==> config.mk <==
export PLATFORM = sky130hd
export DESIGN_NAME = idct4_recon
export DESIGN_NICKNAME = d
export VERILOG_FILES = /design/src/rtl/idct4_pkg.sv /design/src/rtl/idct4_path_sel.sv /design/src/rtl/idct4_xform.sv /design/src/rtl/idct4_recon_add.sv /design/src/rtl/idct4_recon.sv
export SDC_FILE = /design/constraint.sdc
export NUM_CORES = 2
export LEC_CHECK = 0
export ABC_AREA = 1
export BUFFER_PORTS_ARGS = -buffer_cell sky130_fd_sc_hd__buf_2
export CAP_MARGIN = 20
export CELL_PAD_IN_SITES_DETAIL_PLACEMENT = 1
export CELL_PAD_IN_SITES_GLOBAL_PLACEMENT = 2
export CORE_MARGIN = 8
export CORE_UTILIZATION = 32
export CTS_CLUSTER_DIAMETER = 60
export DETAILED_ROUTE_END_ITERATION = 6
export GPL_ROUTABILITY_DRIVEN = 0
export GPL_TIMING_DRIVEN = 1
export PLACE_DENSITY_LB_ADDON = 0.1
export SYNTH_ARGS = -nofsm -noshare
export SYNTH_HDL_FRONTEND = slang
export SYNTH_SLANG_ARGS = --single-unit
export TNS_END_PERCENT = 5
==> constraint.sdc <==
create_clock -name clk -period 19.9 [get_ports clk]
set_input_delay 3.98 -clock clk [delete_from_list [all_inputs] [get_ports clk]]
set_output_delay 3.98 -clock clk [all_outputs]
set_load 0.02 [all_outputs]
==> src/rtl/idct4_pkg.sv <==
package idct4_pkg;

    localparam int COEF_W = 16;
    localparam int PIX_W  = 8;
    localparam int BLK_N  = 4;
    localparam int BLK_SZ = BLK_N * BLK_N;
    localparam int SHIFT  = 6;
    localparam int ROUND  = 1 << (SHIFT - 1);
    localparam int SUM_W  = PIX_W + 4;
    localparam int ROW_BITS  = BLK_N * PIX_W;
    localparam int COEF_BITS = BLK_SZ * COEF_W;
    localparam int PIX_BITS  = BLK_SZ * PIX_W;
    localparam int IDX_W     = $clog2(BLK_N);

    typedef logic signed [COEF_W-1:0] coef_t;
    typedef logic [PIX_W-1:0]         pix_t;
    typedef logic signed [SUM_W-1:0]  sum_t;
    typedef logic [BLK_N-1:0][COEF_W-1:0] quad_t;

    typedef enum logic [1:0] {
        PATH_SKIP = 2'd0,
        PATH_DC   = 2'd1,
        PATH_FULL = 2'd2
    } path_e;

    typedef enum logic [1:0] {
        ST_IDLE = 2'd0,
        ST_CALC = 2'd1,
        ST_SEND = 2'd2
    } state_e;

    typedef struct packed {
        path_e path;
        sum_t  dc_off;
    } sel_t;

    // Four-point integer butterfly, all values wrap at 16 bits.
    function automatic quad_t butterfly(input coef_t x0, input coef_t x1,
                                        input coef_t x2, input coef_t x3);
        coef_t even_s, even_d, odd_a, odd_b;
        quad_t q;
        even_s = x0 + x2;
        even_d = x0 - x2;
        odd_a  = (x1 >>> 1) - x3;
        odd_b  = x1 + (x3 >>> 1);
        q[0] = even_s + odd_b;
        q[1] = even_d + odd_a;
        q[2] = even_d - odd_a;
        q[3] = even_s - odd_b;
        return q;
    endfunction

    // Clamp a signed sum into the unsigned pixel range.
    function automatic pix_t clip_pix(input sum_t s);
        pix_t r;
        if (s[SUM_W-1])
            r = '0;
        else if (|s[SUM_W-2:PIX_W])
            r = '1;
        else
            r = s[PIX_W-1:0];
        return r;
    endfunction

endpackage

==> src/rtl/idct4_path_sel.sv <==
module idct4_path_sel
    import idct4_pkg::*;
#(
    parameter int NNZ_W = 8
) (
    input  logic [NNZ_W-1:0] nnz_i,
    input  coef_t            dc_i,
    output sel_t             sel_o
);

    logic signed [COEF_W:0] dc_rnd;
    logic signed [COEF_W:0] dc_shf;

    always_comb begin
        dc_rnd = {dc_i[COEF_W-1], dc_i} + $signed((COEF_W + 1)'(ROUND));
        dc_shf = dc_rnd >>> SHIFT;
        sel_o.dc_off = SUM_W'(dc_shf);
        if (nnz_i == '0)
            sel_o.path = PATH_SKIP;
        else if ((nnz_i == NNZ_W'(1)) && (dc_i != '0))
            sel_o.path = PATH_DC;
        else
            sel_o.path = PATH_FULL;
    end

endmodule

==> src/rtl/idct4_xform.sv <==
module idct4_xform
    import idct4_pkg::*;
(
    input  logic [COEF_BITS-1:0] coef_i,
    output logic [COEF_BITS-1:0] resid_o
);

    coef_t src  [BLK_SZ];
    coef_t hpas [BLK_SZ];
    coef_t vin  [BLK_SZ];

    genvar g, r, c, k;

    for (g = 0; g < BLK_SZ; g++) begin : g_unpack
        assign src[g] = coef_t'(coef_i[g*COEF_W +: COEF_W]);
    end

    // First pass: each row.
    for (r = 0; r < BLK_N; r++) begin : g_rows
        quad_t rq;
        assign rq = butterfly(src[r*BLK_N], src[r*BLK_N+1],
                              src[r*BLK_N+2], src[r*BLK_N+3]);
        for (k = 0; k < BLK_N; k++) begin : g_rk
            assign hpas[r*BLK_N+k] = coef_t'(rq[k]);
        end
    end

    // Rounding bias on the corner term only.
    for (g = 0; g < BLK_SZ; g++) begin : g_bias
        if (g == 0) begin : g_corner
            assign vin[g] = hpas[g] + coef_t'(ROUND);
        end else begin : g_plain
            assign vin[g] = hpas[g];
        end
    end

    // Second pass: each column, then scale down.
    for (c = 0; c < BLK_N; c++) begin : g_cols
        quad_t cq;
        assign cq = butterfly(vin[c], vin[BLK_N+c], vin[2*BLK_N+c], vin[3*BLK_N+c]);
        for (k = 0; k < BLK_N; k++) begin : g_ck
            coef_t v;
            assign v = coef_t'(cq[k]);
            assign resid_o[(k*BLK_N+c)*COEF_W +: COEF_W] = v >>> SHIFT;
        end
    end

endmodule

==> src/rtl/idct4_recon_add.sv <==
module idct4_recon_add
    import idct4_pkg::*;
(
    input  sel_t                 sel_i,
    input  logic [PIX_BITS-1:0]  pred_i,
    input  logic [COEF_BITS-1:0] resid_i,
    output logic [PIX_BITS-1:0]  pix_o
);

    genvar g;
    for (g = 0; g < BLK_SZ; g++) begin : g_pix
        coef_t rv;
        sum_t  off;
        sum_t  sum;
        assign rv = coef_t'(resid_i[g*COEF_W +: COEF_W]);
        always_comb begin
            case (sel_i.path)
                PATH_DC:   off = sel_i.dc_off;
                PATH_FULL: off = SUM_W'(rv);
                default:   off = '0;
            endcase
            sum = $signed({{(SUM_W-PIX_W){1'b0}}, pred_i[g*PIX_W +: PIX_W]}) + off;
        end
        assign pix_o[g*PIX_W +: PIX_W] = clip_pix(sum);
    end

endmodule

==> src/rtl/idct4_recon.sv <==
module idct4_recon
    import idct4_pkg::*;
#(
    parameter int NNZ_W = 8
) (
    input  logic                 clk,
    input  logic                 rst,
    input  logic                 in_valid,
    output logic                 in_ready,
    input  logic [COEF_BITS-1:0] in_coef,
    input  logic [PIX_BITS-1:0]  in_pred,
    input  logic [NNZ_W-1:0]     in_nnz,
    output logic                 out_valid,
    input  logic                 out_ready,
    output logic [ROW_BITS-1:0]  out_row,
    output logic [IDX_W-1:0]     out_row_idx,
    output logic                 out_last
);

    state_e                st_q;
    logic [COEF_BITS-1:0]  coef_q;
    logic [PIX_BITS-1:0]   pred_q;
    logic [PIX_BITS-1:0]   pix_q;
    logic [PIX_BITS-1:0]   pix_d;
    logic [COEF_BITS-1:0]  resid;
    logic [IDX_W-1:0]      row_q;
    sel_t                  sel_d;
    sel_t                  sel_q;
    logic                  accept;
    logic                  fire;
    logic [ROW_BITS-1:0]   rows [BLK_N];

    idct4_path_sel #(.NNZ_W(NNZ_W)) u_sel (
        .nnz_i (in_nnz),
        .dc_i  (coef_t'(in_coef[COEF_W-1:0])),
        .sel_o (sel_d)
    );

    idct4_xform u_xf (
        .coef_i  (coef_q),
        .resid_o (resid)
    );

    idct4_recon_add u_add (
        .sel_i   (sel_q),
        .pred_i  (pred_q),
        .resid_i (resid),
        .pix_o   (pix_d)
    );

    genvar k;
    for (k = 0; k < BLK_N; k++) begin : g_rowmux
        assign rows[k] = pix_q[k*ROW_BITS +: ROW_BITS];
    end

    assign in_ready    = (st_q == ST_IDLE);
    assign out_valid   = (st_q == ST_SEND);
    assign accept      = in_valid && in_ready;
    assign fire        = out_valid && out_ready;
    assign out_row     = rows[row_q];
    assign out_row_idx = row_q;
    assign out_last    = (row_q == IDX_W'(BLK_N - 1));

    always_ff @(posedge clk) begin
        if (rst) begin
            st_q   <= ST_IDLE;
            row_q  <= '0;
            coef_q <= '0;
            pred_q <= '0;
            pix_q  <= '0;
            sel_q  <= '{path: PATH_SKIP, dc_off: '0};
        end else begin
            case (st_q)
                ST_IDLE: begin
                    if (accept) begin
                        coef_q <= in_coef;
                        pred_q <= in_pred;
                        sel_q  <= sel_d;
                        st_q   <= ST_CALC;
                    end
                end
                ST_CALC: begin
                    pix_q <= pix_d;
                    row_q <= '0;
                    st_q  <= ST_SEND;
                end
                ST_SEND: begin
                    if (fire) begin
                        if (out_last)
                            st_q <= ST_IDLE;
                        else
                            row_q <= row_q + IDX_W'(1);
                    end
                end
                default: st_q <= ST_IDLE;
            endcase
        end
    end

endmodule

==> metrics.yaml <==
outcome:
  run_status: "finished, final reports clean"
cts:
  cts_sinks: 529
  cts_setup_buffers: 0
  cts_buffers: 79
  ctsResizeCount: 0
  hold_buffers: 0
  htreeDepth: 3
  tritoncts: "yes"
  clk_pin_slew_ps: 60
  cts-root-buf: "clkbuf_16"
  cts_buffer_depth: 3
  clk_latency_ps: 700
timing:
  min_period_ps: 9050
  rsz0062_at_grt: "no"
  fin_skew_ps: 31.6
  slew_violations: 0
  hold_viol_final: 0
  worst_pin_slew_ps: 1080
  max_slew_margin_pct: 27.6
  fin_crit_sh_pct: 45.5
  fin_ws_ps: 10850
  setup_viol: 0
  fmax_mhz: 110
  final.setup.tns_ps: 0
drt:
  routed_wl_mm: 285
  ant_nets: 0
  vias: 68700
  drc_errors: 0
  wl_per_cell_um: 21.0
  firstDrtPassIters: 5
  viasPerCell: 5.08
  detail_route.iter0.violations: 3299
worst_setup_path:
  startpoint_type: "flip-flop"
  cpMaxStageDelayCell: "o21ai_0"
  cp_common_cell: "nand3_1"
  max_stage_delay_ps: 700
  path_max_fanout: 9
  end_kind: "flip-flop"
  critPathKind: "reg -> reg"
  arrival_ps: 9590
  worstPathRequired_ps: 20440
placed_design:
  place_ws_ps: 10940
  port_buffers: 432
  dpl.cell_count: 13400
  hpwl_mm: 247
logic_synthesis:
  ys_seq_area_share_pct: 15.4
  synth_area_per_cell_um2: 6.64
  synth_flop_cell: "dfxtp_1"
  yosysWarnings: 0
  syn_nets: 11900
  synth_edf_count: 0
  yosysUniqueCellTypes: 75
  syn_inst: 10400
  ys_ff_latch: 529
  ys_async_sr_fraction_pct: 0
  synthesis.area_um2: 68900
grt:
  grt_use_total_pct: 23.6
  grt_pass1_wl_mm: 429
  antenna_found_initial: 2
  grt_pass1_vias: 70000
  grt_max_degree: 108
  grt-ovfl-total: 0
floorplanning:
  core-area_um2: 214000
  initial_core_util_pct: 32.1
  dieArea_um2: 230000
  die_x_um: 480
  pin_count: 433
  rows: 170
  fp.dieH_um: 480
finish:
  fin_nets: 12100
  post_layout_nonfiller_instances: 13500
  area_delta_synth_final_pct: 11.0
  drive_above_1_share_pct: 8.42
job:
  max-cap-violations: 0
worst_hold_path:
  hp-class: "reg -> reg"
## per-layer routing
metal	GRT usage (%)	vias up	share of wire [%]
met4	5.64	0	2.4
met3	1.99	218	3.0
met1	34.3	33000	51
met2	37.8	968	43
met5	0	-	0
li1	-	34400	-
## path summary, 6_finish.rpt
kind                                                from                     end  slack [ps]  depth (start not counted)
worst max-delay path            coef_q[177]$_SDFFE_PP0P_  pix_q[63]$_SDFFE_PP0N_       10850                         39
worst min-delay path              pix_q[64]$_SDFFE_PP0N_  pix_q[64]$_SDFFE_PP0N_         460                          2
worst max register to register  coef_q[177]$_SDFFE_PP0P_  pix_q[63]$_SDFFE_PP0N_       10850                         39
worst min register to register    pix_q[64]$_SDFFE_PP0N_  pix_q[64]$_SDFFE_PP0N_         460                          2
## placed cells by master, fill, tap and decap left out, drive strengths merged, types with 96 or more instances in the layout
master	Yosys	routed
a21oi	1214	1214
nor2	946	946
nor3	96	96
o21ai	719	719
clkbuf	249	109
xor2	652	652
nand3	631	631
o21bai	186	186
ha	1075	1075
nand2	1634	1634
dfxtp	529	529
inv	1643	1653
buf	67	475
xnor2	114	114
## Yosys cell counts (10+ instances only)
library cell	n	share of area [%]
a21oi_2	14	0.18
nand3b_1	41	0.45
nand2_2	73	0.66
ha_1	1075	20
o21bai_1	186	2.0
o21a_1	13	0.14
a21oi_1	1189	8.6
a21o_1	56	0.61
nor2_4	14	0.23
o31ai_1	49	0.53
a21boi_0	15	0.16
nor2_2	10	0.091
a21oi_4	11	0.26
or2_2	36	0.33
xor2_1	640	8.1
nand2_1	1557	8.5
o2111ai_1	17	0.22
buf_2	39	0.28
nor2_1	921	5.0
inv_1	1608	8.8
buf_4	15	0.16
nand3_1	590	4.3
o22ai_1	32	0.29
o21ai_1	15	0.11
o221ai_1	15	0.19
o211ai_1	24	0.26
nand4_1	52	0.47
fa_1	64	1.9
xor2_2	11	0.26
a211oi_1	36	0.39
nand3_2	40	0.58
clkbuf_1	248	1.4
and2_1	12	0.11
xnor2_1	112	1.4
a221oi_1	14	0.18
o21ai_0	696	5.1
dfxtp_1	529	15
inv_2	35	0.19
a31oi_1	63	0.57
nor3_1	91	0.66
nor4_1	34	0.31
## worst max-delay path: cells and delay by family (launching register included)
family | cells | cell delay, ps
adders and majority gates | 6 | 2230
buffers and inverters | 3 | 320
AOI/OAI and AO/OA | 10 | 2820
DFF | 1 | 390
and+or+nand+nor | 17 | 1870
xor gates and xnor gates | 3 | 1230
## state kept, by name (all words and copies together), names as in the netlist
register     count
st_q             2
pix_q          128
out_row_idx      2
coef_q         256
sel_q           13
pred_q         128
## per-stage QoR
stage / area [µm²] / hold WS (ps) / utilization [%]
finish: 76500 / 464 / 35.7
global route: 76500 / 479 / 35.7
CTS: 76500 / 465 / 35.7
detailed placement: 73600 / 456 / 34.3
global placement: 73600 / 451 / 34.3
floorplan: 68900 / 441 / -
## final cells by class
cell class / count / area (µm²)
clock buffer: 109 / 2280
multi-input combinational: 7884 / 50800
antenna: 6 / 15.0
inverter: 1645 / 6190
tap: 2838 / 3550
sequential: 529 / 10600
timing repair buffer: 475 / 2490
fill: 27400 / 138000
clock inverter: 36 / 539
## cells by family (layout without fill, tap and decap cells)
family,after synthesis,count (layout),share of synthesized area (%)
AO/OA/AOI/OAI,2486,2486,20.4
XOR/XNOR,766,766,9.91
adder cells (fa/ha/maj),1139,1139,21.4
buffers and inverters,1963,2265,10.9
flip-flops,529,529,15.4
other,0,6,0
AND/OR/NAND/NOR,3493,3493,22.0
Power is left out: the tool's default activity adds up to more than one toggle a clock period on the data nets, which glitch-free logic cannot reach.
